`config.mk`:
```
export PLATFORM = sky130hd
export DESIGN_NAME = line_encoder_top
export DESIGN_NICKNAME = d
export VERILOG_FILES = /design/src/rtl/lc_pkg.sv /design/src/rtl/lc_phase_ctrl.sv /design/src/rtl/lc_operand_sel.sv /design/src/rtl/lc_xnor_stage.sv /design/src/rtl/line_encoder_top.sv
export SDC_FILE = /design/constraint.sdc
export NUM_CORES = 1
export LEC_CHECK = 0
export ABC_AREA = 1
export BUFFER_PORTS_ARGS = -buffer_cell sky130_fd_sc_hd__clkbuf_2
export CAP_MARGIN = 20
export CELL_PAD_IN_SITES_DETAIL_PLACEMENT = 0
export CELL_PAD_IN_SITES_GLOBAL_PLACEMENT = 1
export CORE_AREA = 2 2 39 41
export CTS_CLUSTER_DIAMETER = 100
export DETAILED_ROUTE_END_ITERATION = 6
export DIE_AREA = 0 0 41 43
export PLACE_DENSITY = 0.38
export SKIP_CTS_REPAIR_TIMING = 1
export SLEW_MARGIN = 20
export SYNTH_ARGS = -nofsm -noshare
export SYNTH_HDL_FRONTEND = slang
export SYNTH_SLANG_ARGS = --single-unit
```
`constraint.sdc`:
```
create_clock -name clk -period 1 [get_ports clk]
set_clock_uncertainty 0.05 [all_clocks]
set_input_delay 0.3 -clock clk [delete_from_list [all_inputs] [get_ports clk]]
set_output_delay 0.3 -clock clk [all_outputs]
set_load 0.05 [all_outputs]
```
`src/rtl/lc_pkg.sv`:
```
package lc_pkg;

  typedef enum logic {
    CODE_FM0 = 1'b0,
    CODE_MAN = 1'b1
  } code_e;

  typedef enum logic {
    SLOT_FIRST  = 1'b0,
    SLOT_SECOND = 1'b1
  } slot_e;

endpackage

```
`src/rtl/lc_phase_ctrl.sv`:
```
module lc_phase_ctrl
  import lc_pkg::*;
(
  input  logic  clk,
  input  logic  clr,
  input  logic  data_in,
  input  code_e mode_in,
  output slot_e slot,
  output logic  data_hold,
  output code_e mode_hold,
  output logic  strobe
);

  slot_e slot_q;
  logic  data_q;
  code_e mode_q;

  always_ff @(posedge clk) begin
    if (clr) begin
      slot_q <= SLOT_FIRST;
      data_q <= 1'b0;
      mode_q <= CODE_FM0;
    end else begin
      slot_q <= (slot_q == SLOT_FIRST) ? SLOT_SECOND : SLOT_FIRST;
      if (slot_q == SLOT_FIRST) begin
        data_q <= data_in;
        mode_q <= mode_in;
      end
    end
  end

  assign slot      = slot_q;
  assign data_hold = data_q;
  assign mode_hold = mode_q;
  assign strobe    = (slot_q == SLOT_FIRST);

  // the two half-slots alternate on every edge outside clear
  p_slot_alternates_r2: assert property (@(posedge clk) disable iff (clr)
    1'b1 |=> slot_q != $past(slot_q));

  // the captured data bit and mode do not move during the second half
  p_hold_stable_r6: assert property (@(posedge clk) disable iff (clr)
    (slot_q == SLOT_SECOND) |=> ($stable(mode_q) && $stable(data_q)));

endmodule

```
`src/rtl/lc_operand_sel.sv`:
```
module lc_operand_sel
  import lc_pkg::*;
(
  input  slot_e slot,
  input  code_e mode_now,
  input  code_e mode_hold,
  input  logic  data_now,
  input  logic  data_hold,
  input  logic  line_now,
  output logic  op_a,
  output logic  op_b
);

  // First slot:  FM0 -> XNOR(prev level, 0) ; Manchester -> XNOR(data, 0)
  // Second slot: FM0 -> XNOR(data, first-half level) ; Manchester -> XNOR(data, 1)
  always_comb begin
    if (slot == SLOT_SECOND) begin
      op_a = data_hold;
      op_b = (mode_hold == CODE_MAN) ? 1'b1 : line_now;
    end else begin
      op_a = (mode_now == CODE_MAN) ? data_now : line_now;
      op_b = 1'b0;
    end
  end

endmodule

```
`src/rtl/lc_xnor_stage.sv`:
```
module lc_xnor_stage #(
  parameter logic CLR_LEVEL = 1'b0
) (
  input  logic clk,
  input  logic clr,
  input  logic op_a,
  input  logic op_b,
  output logic line_q
);

  always_ff @(posedge clk) begin
    if (clr) line_q <= CLR_LEVEL;
    else     line_q <= ~(op_a ^ op_b);
  end

endmodule

```
`src/rtl/line_encoder_top.sv`:
```
module line_encoder_top
  import lc_pkg::*;
#(
  parameter logic CLR_LEVEL = 1'b0
) (
  input  logic clk,
  input  logic clr,
  input  logic mode,
  input  logic data_in,
  output logic line_out,
  output logic bit_strobe
);

  slot_e slot;
  logic  data_hold;
  code_e mode_hold;
  code_e mode_now;
  logic  op_a;
  logic  op_b;
  logic  line_q;

  assign mode_now = code_e'(mode);

  lc_phase_ctrl u_ctrl (
    .clk       (clk),
    .clr       (clr),
    .data_in   (data_in),
    .mode_in   (mode_now),
    .slot      (slot),
    .data_hold (data_hold),
    .mode_hold (mode_hold),
    .strobe    (bit_strobe)
  );

  lc_operand_sel u_sel (
    .slot      (slot),
    .mode_now  (mode_now),
    .mode_hold (mode_hold),
    .data_now  (data_in),
    .data_hold (data_hold),
    .line_now  (line_q),
    .op_a      (op_a),
    .op_b      (op_b)
  );

  lc_xnor_stage #(.CLR_LEVEL(CLR_LEVEL)) u_core (
    .clk    (clk),
    .clr    (clr),
    .op_a   (op_a),
    .op_b   (op_b),
    .line_q (line_q)
  );

  assign line_out = line_q;

  // clear drives the idle level and the first slot
  p_clear_state_r1: assert property (@(posedge clk)
    clr |=> (line_q == CLR_LEVEL && bit_strobe));

  // FM0 always inverts at a bit boundary
  p_fm0_boundary_r3: assert property (@(posedge clk) disable iff (clr)
    (bit_strobe && !mode) |=> line_q != $past(line_q));

  // FM0 data 1 holds through mid-bit
  p_fm0_hold_one_r4: assert property (@(posedge clk) disable iff (clr)
    (!bit_strobe && mode_hold == CODE_FM0 && data_hold) |=> $stable(line_q));

  // FM0 data 0 inverts at mid-bit
  p_fm0_flip_zero_r4: assert property (@(posedge clk) disable iff (clr)
    (!bit_strobe && mode_hold == CODE_FM0 && !data_hold) |=> !$stable(line_q));

  // Manchester first half carries the inverted data bit
  p_man_first_r5: assert property (@(posedge clk) disable iff (clr)
    (bit_strobe && mode) |=> line_q == !$past(data_in));

  // Manchester always transitions at mid-bit
  p_man_mid_r5: assert property (@(posedge clk) disable iff (clr)
    (!bit_strobe && mode_hold == CODE_MAN) |=> line_q != $past(line_q));

endmodule

```
* Word-level counts from Yosys, hierarchy flattened
Index checks and enable logic that the tools add are counted.
** Cells by class
- Bitwise logic cells :: 3
- Mux-type cells :: 5
** Operator list (number)
- 2-to-1 mux 1 bit :: 5
- inverter 1 bit :: 2
- XOR 1 bit :: 1
** Word-level totals
- Flip-flop bits (word level) :: 4
- Input port bits :: 4
- Output and inout port bits :: 2

* Logic depth before layout (Yosys ltp)
- Word-level depth :: 4
- Gate-level depth with buffers :: 5
- Gate-level depth less buffers :: 5

* Cells and area by module
A second synthesis with hierarchy kept.
** Unflattened totals
- Cells, all modules :: 34
- Area, all modules :: 193.9 um2
** Modules (own cells, without submodules)
- lc_phase_ctrl :: sequential area each 60.1 um2, cells an instance 16, times used 1, area each 108.9 um2
- lc_operand_sel :: sequential area each 0.0 um2, cells an instance 11, times used 1, area each 42.5 um2
- lc_xnor_stage :: sequential area each 20.0 um2, cells an instance 7, times used 1, area each 42.5 um2

* Worst setup path after synthesis
Ideal clock, no wire load.
- Path kind :: register to register
- Start point :: register u_core.line_q
- End point :: register u_core.line_q
- Setup time :: 114 ps
- Stages on the path, launching flop included :: 6
- Period minus slack after synthesis :: 1112 ps
- Data arrival time :: 948 ps
- Path buffers :: 0
- Data required time :: 836 ps
- Slack :: -112 ps
- Cells stage by stage :: dfxtp_1 > inv_1 > nand2_1 > nand3_1 > nand2_1 > a21oi_2
** On the way
- Word-level cells in the longest chain between the ends :: 4
- Elaborated cells between the ends (all ways) :: 6
- Those cells by class :: mux (4); bitwise (2)
** RTL lines
- start: declaration :: RTL line lc_xnor_stage.sv:8 : output logic line_q
- start signal: assignment :: RTL line lc_xnor_stage.sv:13 : else line_q <= ~(op_a ^ op_b);
- 2-to-1 mux 1 bit, on equally long branches :: RTL line lc_operand_sel.sv:21, lc_operand_sel.sv:19
- 2-to-1 mux 1 bit :: RTL line lc_operand_sel.sv:17 : if (slot == SLOT_SECOND) begin
- XOR 1 bit (*) :: RTL line lc_xnor_stage.sv:13
- inverter 1 bit (*) :: RTL line lc_xnor_stage.sv:13
Mark *: on every way between the ends. The rest lies on a longest branch, timed or not.
A chain may end at the register's enable or synchronous reset.

* Worst setup path in the final report
- Start point :: register u_ctrl.slot_q (netlist: u_ctrl.slot)
- End point :: output bit_strobe
** On the way
- Word-level cells in the longest chain between the ends :: 1
** RTL lines
- start: declaration :: RTL line lc_phase_ctrl.sv:14 : slot_e slot_q;
- start signal: assignment :: RTL line lc_phase_ctrl.sv:24 : slot_q <= (slot_q == SLOT_FIRST) ? SLOT_SECOND : SLOT_FIRST;
- inverter 1 bit
- end: declaration :: RTL line line_encoder_top.sv:11 : output logic bit_strobe
No other way between the ends.

==> results by group <==
Finish
  – Layout cells sized above 1: 50.0%
  – Fill count: 156
  – Commonest non-fill, non-tap cells in the layout: nand2_1 (7), inv_1 (7), clkbuf_4 (3), clkbuf_2 (3), buf_4 (3)
  – Fin util: 22.1%
  – Final instance area: 305 um2
  – Synthesis-to-layout area growth: 75.5%
  – Final nets: 43
  – Ant diodes: 0
  – Non-Filler Instances: 54

Drt
  – First-pass iteration count of the detailed router: 1
  – DR vias/cell: 3.28
  – Total routed wirelength: 413 um
  – Vias: 177
  – Routed Antenna Nets: 0
  – Wire per inst: 7.65 um
  – # DRC: 0
  – Initial drt markers: 0

Timing
  – Fmax: 0.853 GHz
  – RSZ-0062 raised after global routing: true
  – Final Cycle Share: 117%
  – Tmin final: 1.17 ns
  – Worst-margin pin slew: 0.126 ns
  – Final Setup Violations: 2
  – Final Worst Setup Slack: -0.173 ns
  – Min Hold Slack: 0.219 ns
  – Max-slew headroom: 91.6%
  – Max Transition Viols Final: 0
  – Hold Fails Final Rpt: 0
  – Setup total negative slack: -0.261 ns

Floorplanning
  – Die Y-Extent: 43 um
  – I/O Pins: 6
  – Row cnt: 14
  – Die area: 1760 um2
  – Core area: 1380 um2
  – Starting density of the core: 12.6%
  – Die X: 41 um

Worst setup path
  – Crit path DAT: 0.82 ns
  – RR Endpoint: u_core.line_q
  – Worst R2R Path Depth: 6
  – Worst-path fanout max: 2
  – Flop-to-flop setup slack: 0.07 ns
  – WP data required: 0.65 ns
  – Crit start category: flip-flop
  – Crit. End Element: output port
  – Critical R2R Launch: u_ctrl.slot
  – Setup CP Type: reg2out

CTS
  – Root buffer cell: clkbuf_4
  – Clock insertion delay at the later pin of the skew report: 0.24 ns
  – CTS max path bufs: 2
  – Clock Sinks: 4
  – CTS tree: done
  – Clk slew on worst S/H paths: 0.05 ns
  – CTS Buf Count: 3
  – H-tree levels: 1

Synthesis
  – #FFs+latches synth: 4
  – Share of the synthesized area in the top cell type: 46.0%
  – Post-Syn Instances: 26
  – Mapped cell area: 174 um2
  – Syn Nets: 30
  – Average size of a mapped cell: 6.69 um2
  – Synth area leaders: dfxtp_1 (46%), nand2_1 (19%), inv_1 (17%), o22ai_1 (7.2%), a21oi_2 (5.0%)
  – YS warnings: 0
  – Register area share after synthesis: 46.0%
  – Synth cell types: 7
  – Cell taking the most area after synthesis: dfxtp_1

Min path
  – Worst Hold Launch: clr
  – Worst Hold Depth: 2
  – Hold Crit Class: in2reg
  – Worst Hold Path EP: u_ctrl.slot

Placement
  – Dpl ws: 0.000576 ns
  – Dpl cells: 49
  – Gp weighted congestion: 0.587
  – Port bufs: 5
  – HPWL Detailed: 306 um
  – DP Area: 248 um2

GRT
  – GR Util All Layers: 6.91%
  – First-pass GRT wire length: 710 um
  – Largest net degree at the start of global routing: 5
  – Vias in the first global route: 174
  – Global route total overflow: 0
  – Initial antenna violation count: 0

Flow run
  – Max cap viols: 0

Power
  – Power Dens Cells: 1750 nW/um2
  – Overall power: 0.534 mW
  – Lkg Pwr: 0.152 nW
  – Peak supply drop: 0.000500 V

Run status
  – Failing checks: negative setup slack
  – Run status: finished with violations
[worst max path at each step]
stage	start	to	slack, ns	cells after the start
2_1_floorplan	u_ctrl.slot	u_core.line_q	0.01	4
3_3_place_gp	u_ctrl.slot	bit_strobe	0.0007	2
3_5_place_dp	u_ctrl.slot	bit_strobe	0.0006	2
4_1_cts	u_ctrl.slot	bit_strobe	-0.27	2
5_1_grt	u_ctrl.slot	bit_strobe	-0.20	2
6_report	u_ctrl.slot	bit_strobe	-0.17	2
[critical path, cell delays in order, from the launching register on]
cell	delay, ns
dfxtp_4	0.35
clkinvlp_4	0.08
buf_6	0.15
[report_power, final]
group,switching [mW],leakage (nW),internal [mW]
Clock,0.0824,0.0150,0.151
Sequential,0.0103,0.0340,0.174
Combinational,0.0646,0.103,0.0518
[Yosys cell counts]
library cell and count:
a21oi_2 1, nand3_1 1, nor2_1 1, nand2_1 9, o22ai_1 2, dfxtp_1 4
inv_1 8
[kinds of logic after synthesis]
logic type	share of synthesized area (%)
simple gates	24.5
buf+inv	17.3
flops	46.0
compound gates	12.2
[cell type report]
type | count | area, um2 | area share [%]
clock buffer | 4 | 26.3 | 8.61
timing repair buffer | 8 | 63.8 | 20.9
inverter | 8 | 33.8 | 11.1
sequential | 4 | 85.1 | 27.9
multi-input combinational | 14 | 76.3 | 25.0
tap | 16 | 20.0 | 6.56
[state kept, by name, summed over array words and instances, names as in the netlist]
register / count
u_core.line_q: 1
u_ctrl.data_hold: 1
u_ctrl.mode_hold: 1
u_ctrl.slot: 1
[metal layers]
layer / GRT usage (%) / part of all wire, % / vias to the layer above
met1: 8.60 / 46 / 72
li1: - / - / 99
met2: 6.56 / 47 / 6
met5: 0 / 0 / -
met3: 3.14 / 6.3 / 0
met4: 10.0 / 0 / 0
Note: power is estimated with default switching activity, not from simulation.
